`config.mk`:
```
export PLATFORM = sky130hd
export DESIGN_NAME = spread_demux
export DESIGN_NICKNAME = d
export VERILOG_FILES = /design/src/rtl/sdx_pkg.sv /design/src/rtl/sdx_rst_sync.sv /design/src/rtl/sdx_coder.sv /design/src/rtl/sdx_gather.sv /design/src/rtl/sdx_drive.sv /design/src/rtl/spread_demux.sv
export SDC_FILE = /design/constraint.sdc
export NUM_CORES = 1
export LEC_CHECK = 0
export CORE_MARGIN = 10
export CORE_UTILIZATION = 25
export DETAILED_ROUTE_END_ITERATION = 8
export PLACE_DENSITY_LB_ADDON = 0.2
export SETUP_SLACK_MARGIN = 0.1
export SYNTH_ARGS = -nofsm -noshare
export SYNTH_HDL_FRONTEND = slang
export SYNTH_SLANG_ARGS = --single-unit
```
`constraint.sdc`:
```
create_clock -name clk -period 4.3 [get_ports clk]
set_input_delay 1.075 -clock clk [delete_from_list [all_inputs] [get_ports clk]]
set_output_delay 1.075 -clock clk [all_outputs]
set_load 0.02 [all_outputs]
```
`src/rtl/sdx_pkg.sv`:
```
`timescale 1ns/1ps
package sdx_pkg;

   typedef enum logic {RATIO_HALF = 1'b0, RATIO_FULL = 1'b1} ratio_e;
   typedef enum logic {DRK_RATE = 1'b0, DRK_HALF = 1'b1}     drk_e;

   // number of ports in use for the selected ratio
   function automatic int unsigned lane_count(input logic full, input int unsigned nports);
      return (ratio_e'(full) == RATIO_FULL) ? nports : nports / 2;
   endfunction

endpackage

```
`src/rtl/sdx_rst_sync.sv`:
```
`timescale 1ns/1ps
module sdx_rst_sync #(
   parameter int unsigned STAGES = 2
) (
   input  logic clk,
   input  logic arst_n,
   output logic srst_n
);

   if (STAGES < 2) begin : g_bad_stages
      $error("sdx_rst_sync: STAGES must be at least 2");
   end

   logic [STAGES-1:0] chain_q;

   always_ff @(posedge clk or negedge arst_n) begin
      if (!arst_n) chain_q <= '0;
      else         chain_q <= {chain_q[STAGES-2:0], 1'b1};
   end

   assign srst_n = chain_q[STAGES-1];

   // release only ever follows a released asynchronous input
   p_release_sync_r4: assert property (@(posedge clk) disable iff (!arst_n)
      $rose(srst_n) |-> $past(arst_n));

endmodule

```
`src/rtl/sdx_coder.sv`:
```
`timescale 1ns/1ps
module sdx_coder #(
   parameter int unsigned CODE_W  = 10,
   parameter bit          GRAY_EN = 1'b1
) (
   input  logic              gray_sel,
   input  logic [CODE_W-1:0] code_in,
   output logic [CODE_W-1:0] code_out
);

   if (CODE_W < 2) begin : g_bad_width
      $error("sdx_coder: CODE_W must be at least 2");
   end

   if (GRAY_EN) begin : g_gray
      logic [CODE_W-1:0] reflected;
      assign reflected = code_in ^ (code_in >> 1);
      assign code_out  = gray_sel ? reflected : code_in;
   end else begin : g_plain
      logic sel_unused;
      assign sel_unused = gray_sel;
      assign code_out   = code_in;
   end

endmodule

```
`src/rtl/sdx_gather.sv`:
```
`timescale 1ns/1ps
module sdx_gather import sdx_pkg::*; #(
   parameter int unsigned CODE_W    = 10,
   parameter int unsigned NUM_PORTS = 4
) (
   input  logic                            clk,
   input  logic                            srst_n,
   input  logic                            full_ratio,
   input  logic [CODE_W:0]                 word_in,
   output logic                            last,
   output logic                            mid,
   output logic [NUM_PORTS*(CODE_W+1)-1:0] group_flat
);

   localparam int unsigned W1 = CODE_W + 1;
   localparam int unsigned CW = $clog2(NUM_PORTS);

   logic [CW-1:0] slot_q;
   logic [CW-1:0] last_idx;
   logic [CW-1:0] mid_idx;

   assign last_idx = CW'(lane_count(full_ratio, NUM_PORTS) - 1);
   assign mid_idx  = CW'(lane_count(full_ratio, NUM_PORTS) / 2 - 1);
   assign last     = (slot_q >= last_idx);
   assign mid      = (slot_q == mid_idx);

   always_ff @(posedge clk or negedge srst_n) begin
      if (!srst_n)   slot_q <= '0;
      else if (last) slot_q <= '0;
      else           slot_q <= slot_q + 1'b1;
   end

   // one staging register per port; the slot being filled is bypassed
   for (genvar i = 0; i < NUM_PORTS; i++) begin : g_slot
      logic [W1-1:0] stage_q;
      always_ff @(posedge clk or negedge srst_n) begin
         if (!srst_n)                 stage_q <= '0;
         else if (slot_q == CW'(i))   stage_q <= word_in;
      end
      assign group_flat[i*W1 +: W1] = (slot_q == CW'(i)) ? word_in : stage_q;
   end

   // after the last slot of a group the next sample goes to port A
   p_wrap_to_a_r2: assert property (@(posedge clk) disable iff (!srst_n)
      last |=> (slot_q == '0));

endmodule

```
`src/rtl/sdx_drive.sv`:
```
`timescale 1ns/1ps
module sdx_drive import sdx_pkg::*; #(
   parameter int unsigned CODE_W    = 10,
   parameter int unsigned NUM_PORTS = 4
) (
   input  logic                            clk,
   input  logic                            srst_n,
   input  logic                            full_ratio,
   input  logic                            stagger,
   input  logic                            dr_half,
   input  logic                            last,
   input  logic                            mid,
   input  logic [NUM_PORTS*(CODE_W+1)-1:0] group_flat,
   output logic [NUM_PORTS*CODE_W-1:0]     code_flat,
   output logic [NUM_PORTS-1:0]            aux,
   output logic                            valid,
   output logic                            dr_clk
);

   localparam int unsigned W1   = CODE_W + 1;
   localparam int unsigned HALF = NUM_PORTS / 2;

   logic [NUM_PORTS-1:0] active;
   logic [NUM_PORTS-1:0] tog;

   for (genvar i = 0; i < NUM_PORTS; i++) begin : g_port
      logic [W1-1:0] w_q;
      logic          t_q;

      if (i < HALF) begin : g_low
         assign active[i] = 1'b1;
      end else begin : g_high
         assign active[i] = full_ratio;
      end

      if ((i % 2) == 0) begin : g_even
         always_ff @(posedge clk or negedge srst_n) begin
            if (!srst_n) begin
               w_q <= '0;
               t_q <= 1'b0;
            end else if (last && active[i]) begin
               w_q <= group_flat[i*W1 +: W1];
               t_q <= ~t_q;
            end
         end
      end else begin : g_odd
         logic [W1-1:0] shadow_q;
         logic          armed_q;
         logic          load_now;

         assign load_now = stagger ? (mid && armed_q) : last;

         always_ff @(posedge clk or negedge srst_n) begin
            if (!srst_n) begin
               shadow_q <= '0;
               armed_q  <= 1'b0;
               w_q      <= '0;
               t_q      <= 1'b0;
            end else begin
               if (last && active[i]) begin
                  shadow_q <= group_flat[i*W1 +: W1];
                  armed_q  <= 1'b1;
               end
               if (load_now && active[i]) begin
                  w_q <= stagger ? shadow_q : group_flat[i*W1 +: W1];
                  t_q <= ~t_q;
               end
            end
         end
      end

      assign tog[i]                       = t_q;
      assign code_flat[i*CODE_W +: CODE_W] = w_q[CODE_W-1:0];
      assign aux[i]                       = stagger ? t_q : w_q[CODE_W];
   end

   always_ff @(posedge clk or negedge srst_n) begin
      if (!srst_n) begin
         valid  <= 1'b0;
         dr_clk <= 1'b0;
      end else begin
         if (last) valid <= 1'b1;
         if (drk_e'(dr_half) == DRK_HALF) begin
            if (last) dr_clk <= ~dr_clk;
         end else if (last) begin
            dr_clk <= 1'b1;
         end else if (mid) begin
            dr_clk <= 1'b0;
         end
      end
   end

   // once presented, the valid flag stays high
   p_valid_sticky_r5: assert property (@(posedge clk) disable iff (!srst_n)
      valid |=> valid);

   // valid rises only on a group edge
   p_valid_on_group_r5: assert property (@(posedge clk) disable iff (!srst_n)
      $rose(valid) |-> $past(last));

   // half-rate clock flips on each group load and holds otherwise
   p_dr_toggle_r8: assert property (@(posedge clk) disable iff (!srst_n)
      (dr_half && last) |=> (dr_clk != $past(dr_clk)));
   p_dr_hold_r8: assert property (@(posedge clk) disable iff (!srst_n)
      (dr_half && !last) |=> $stable(dr_clk));

   // upper ports do not move in the by-2 setting
   p_idle_hold_r3: assert property (@(posedge clk) disable iff (!srst_n)
      !full_ratio |=> $stable(code_flat[NUM_PORTS*CODE_W-1:HALF*CODE_W]) && $stable(aux[NUM_PORTS-1:HALF]));

   // simultaneous mode moves port B together with port A
   p_same_edge_r9: assert property (@(posedge clk) disable iff (!srst_n)
      !stagger |=> ((tog[1] ^ $past(tog[1])) == (tog[0] ^ $past(tog[0]))));

   // staggered mode moves port B only on the mid-group edge
   p_odd_mid_r10: assert property (@(posedge clk) disable iff (!srst_n)
      (stagger && !mid) |=> $stable(tog[1]));

endmodule

```
`src/rtl/spread_demux.sv`:
```
`timescale 1ns/1ps
module spread_demux import sdx_pkg::*; #(
   parameter int unsigned CODE_W      = 10,
   parameter int unsigned NUM_PORTS   = 4,
   parameter int unsigned SYNC_STAGES = 2,
   parameter bit          GRAY_EN     = 1'b1
) (
   input  logic                        clk,
   input  logic                        arst_n,
   input  logic [CODE_W-1:0]           smp_code,
   input  logic                        smp_ovr,
   input  logic                        ratio_full,
   input  logic                        gray_sel,
   input  logic                        stagger_en,
   input  logic                        drclk_half,
   output logic [NUM_PORTS*CODE_W-1:0] port_code,
   output logic [NUM_PORTS-1:0]        port_aux,
   output logic                        grp_valid,
   output logic                        dr_clk
);

   localparam int unsigned W1 = CODE_W + 1;

   if (NUM_PORTS < 4 || (NUM_PORTS & (NUM_PORTS - 1)) != 0) begin : g_bad_ports
      $error("spread_demux: NUM_PORTS must be a power of two, at least 4");
   end

   logic                      srst_n;
   logic [CODE_W-1:0]         coded;
   logic                      last;
   logic                      mid;
   logic [NUM_PORTS*W1-1:0]   group_flat;

   sdx_rst_sync #(.STAGES(SYNC_STAGES)) u_rst (
      .clk    (clk),
      .arst_n (arst_n),
      .srst_n (srst_n)
   );

   sdx_coder #(.CODE_W(CODE_W), .GRAY_EN(GRAY_EN)) u_coder (
      .gray_sel (gray_sel),
      .code_in  (smp_code),
      .code_out (coded)
   );

   sdx_gather #(.CODE_W(CODE_W), .NUM_PORTS(NUM_PORTS)) u_gather (
      .clk        (clk),
      .srst_n     (srst_n),
      .full_ratio (ratio_full),
      .word_in    ({smp_ovr, coded}),
      .last       (last),
      .mid        (mid),
      .group_flat (group_flat)
   );

   sdx_drive #(.CODE_W(CODE_W), .NUM_PORTS(NUM_PORTS)) u_drive (
      .clk        (clk),
      .srst_n     (srst_n),
      .full_ratio (ratio_full),
      .stagger    (stagger_en),
      .dr_half    (drclk_half),
      .last       (last),
      .mid        (mid),
      .group_flat (group_flat),
      .code_flat  (port_code),
      .aux        (port_aux),
      .valid      (grp_valid),
      .dr_clk     (dr_clk)
   );

endmodule

```
==> metrics.md <==
| Metric | Value |
|---|---|
| Post-DRT Antenna Nets | 0 |
| Synth top area share | 0.563 |
| GPL Wtd Cong | ~0.75 |
| Post-Synthesis Cell Area | roughly 5400 um2 |
| Pwr per Cell Area | between 800 and 900 nW/um2 |
| Synth Instances | between 400 and 500 |
| Remaining Overflow, GRT | 0 |
| Area delta synth->final | 22.4% |
| Flop pwr share | 0.353 |
| CP startpoint kind | primary input |
| Drt drc | 0 |
| Max IR drop VDD | approximately 0.3 mV |
| Worst slew margin | 0.343 |
| Drt pass-1 iters | 5 |
| Num ports | 63 |
| Seq/Total Area, Yosys | 0.563 |
| CP startpoint | stagger_en |
| Critical path class | primary input to output pin |
| Row cnt | 53 |
| Final min period | 3.51 ns |
| Antenna Diode Count | 0 |
| RSZ-0062 raised after global routing | no |
| Routed WL | 12700 um |
| CTS tree | done |
| Clk root buf | clkbuf_16 |
| 1st-iter DRT viols | 254 |
| Die Y | between 150 and 200 um |
| Initial core utilization | 0.255 |
| Initial antenna violation count | 0 |
| Final Max Slew Viols | 0 |
| CP Capture Type | output pin |
| Main flop type after synthesis | dfrtp_1 |
| Worst reg2reg endpoint | u_drive.g_port[1].w_q[10] |
| Hold/Removal Path Class | register to asynchronous set/reset pin |
| Post-cts resize count | 0 |
| Post-route cell area | around 6600 um2 |
| Share of cells above drive strength 1 | 0.189 |
| Yosys Warn Count | 0 |
| Synth top area cells | dfrtp_1 (56%), mux2_2 (8.0%), buf_4 (5.9%), nor2_1 (3.9%), a21oi_1 (3.8%) |
| DR vias | approximately 3300 |
| Clk sink count | between 100 and 150 |
| Reg2reg setup slack | around 1.8 ns |
| DR WL/cell | around 16 um |
| Largest net degree at the start of global routing | 48 |
| Register-to-Register Path Depth | 6 |
| Core area | about 21000 um2 |
| Logic gate share of total power | 0.406 |
| Fin. Hold Viols | 0 |
| Syn Nets | around 480 |
| Fmax | approximately 290 MHz |
| Internal power | 3.68 mW |
| R2R Path Start | u_gather.slot_q[1] |
| Placed cell area | 6020 um2 |
| Width of the die | around 170 um |
| Postcts setup bufs | 0 |
| Post-synth top area cell | dfrtp_1 |
| Worst setup endpoint | port_aux[2] |
| Max-Cap Viols | 0 |
| Fin nets | 511 |
| Critical Path Fanout Max | 22 |
| Clock transition at the registers of the reported paths | approximately 0.05 ns |
| Die area | roughly 28000 um2 |
| Clock power frac | 0.242 |
| Mean Syn Cell Area | between 10 and 15 um2 |
| First-pass GRT wire length | 20100 um |
| Least-Margin Pin Slew | about 0.98 ns |
| Status | finished clean |
| Sw Pwr | 1.94 mW |
| Seq cells post-synth | ~120 |
| Unique cell type count in the Yosys netlist | 35 |
| Crit path required time | between 3 and 4 ns |
| Clk_lat worst skew | 0.41 ns |
| Leak pwr | roughly 2.8 nW |
| Setup tns final | 0 ns |
| Clock Skew | just under 0.007 ns |
| TritonCTS buffer count | 17 |
| Vias/cell | roughly 4.3 |
| Sw frac | 0.345 |
| Synth top cells by count | dfrtp_1 (121), nor2_1 (56), buf_4 (42), a21oi_1 (41), mux2_2 (38) |
| Final setup violation count | 0 |
| IO Port Bufs | 62 |
| Vias in the first global route | approximately 3400 |
| Final worst-path cycle share | 0.815 |
| Most common cell in the netlist | dfrtp_1 |
| Gr usage total | 0.0921 |
| Post-synth EDFFs | 0 |
| CTS H-Tree Depth | 4 |
| CP Data Arrival Time | about 2.4 ns |
| Dpl hpwl | roughly 8500 um |
| CTS Buffer Depth | 2 |
| CTS Hold Bufs | 0 |
| Synth async-reset ratio | 1.00 |
[cells by family after synthesis]
logic type / count (synthesis) / synth area share
mux: 60 / 0.129
compound gates: 103 / 0.125
other cells: 1 / 0.000697
simple gates: 84 / 0.0651
xor+xnor: 14 / 0.0228
buf+inv: 73 / 0.0831
flops: 121 / 0.563
fa+ha+maj: 5 / 0.0116
[layout by cell type (no fill, tap or decap), drive strengths merged]
master         count
clkinvlp           1
o21ai             13
a31oi              1
a21oi             41
dfrtp            121
inv                8
clkbuf            23
nor3b              2
mux2              47
a222oi             2
a211oi             9
nand2b             3
bufinv             2
nor3               2
a22oi              7
mux2i             13
xor2              11
xnor2              3
a21o              19
nand3              2
or4                1
and2               2
buf               13
conb               1
a2bb2oi            9
a311o              2
nand2             16
clkdlybuf4s50     61
ha                 5
nor2              56
clkinv             6
[how the worst min path moves through the flow]
stage,endpoint,from,cells past startpoint
2_1_floorplan,u_rst.chain_q[1],u_rst.chain_q[0],0
3_3_place_gp,u_drive.g_port[0].w_q[5],u_rst.chain_q[1],0
3_5_place_dp,u_drive.g_port[0].w_q[5],u_rst.chain_q[1],0
4_1_cts,u_drive.g_port[0].w_q[5],u_rst.chain_q[1],0
5_1_grt,u_drive.g_port[0].w_q[5],u_rst.chain_q[1],0
6_report,u_drive.g_port[0].w_q[5],u_rst.chain_q[1],0
[worst max-delay path, stage by stage]
cell and delay, ns:
buf_2 0.38, mux2_2 0.42, clkdlybuf4s50_1 0.55
[power by group through the flow]
stage | registers (mW) | clock network [mW] | logic [mW]
after floorplan | 1.93 | 0 | 1.84
after global placement | 1.99 | 0 | 2.28
after detailed placement | 2.00 | 0 | 2.32
after CTS | 1.99 | 1.39 | 2.34
after global routing | 2.05 | 1.45 | 2.52
final | 1.98 | 1.36 | 2.28
[state kept, by name, indices dropped and copies added, names as in the netlist]
signal,count
u_drive.g_port.g_odd.shadow_q,22
u_drive.g_port.w_q,44
u_rst.chain_q,2
u_drive.g_port.g_odd.armed_q,1
u_gather.g_slot.stage_q,44
u_drive.valid,1
u_drive.g_port.t_q,4
u_drive.dr_clk,1
u_gather.slot_q,2
[per-layer routing]
layer  up-vias  routed length [um]  global-route usage
li1       1605                   -                   -
met1      1633                6180               0.121
met5         -                   0                   0
met4         0                 187              0.0317
met2        58                5610               0.134
met3        14                 677              0.0374
[final cells by class]
type                       count  area, um2
fill                        2171      14500
inverter                       8       30.0
timing repair buffer          74        706
multi-input combinational    267       1910
clock buffer                  23        468
tap                          275        344
clock inverter                 9       97.6
sequential                   121       3030
[through the flow]
stage           util  std cells  power, mW  worst slack (ns)  hold WS, ns
5_1_grt        0.312        777       6.02             0.748        0.304
4_1_cts        0.312        777       5.72             0.765        0.281
3_5_place_dp   0.285        745       4.33             0.673        0.276
2_1_floorplan      -        461       3.77             0.679        0.331
3_3_place_gp   0.285        745       4.27             0.749        0.264
6_report       0.312        777       5.62             0.794        0.257
Power figures use the tool's default switching activity.
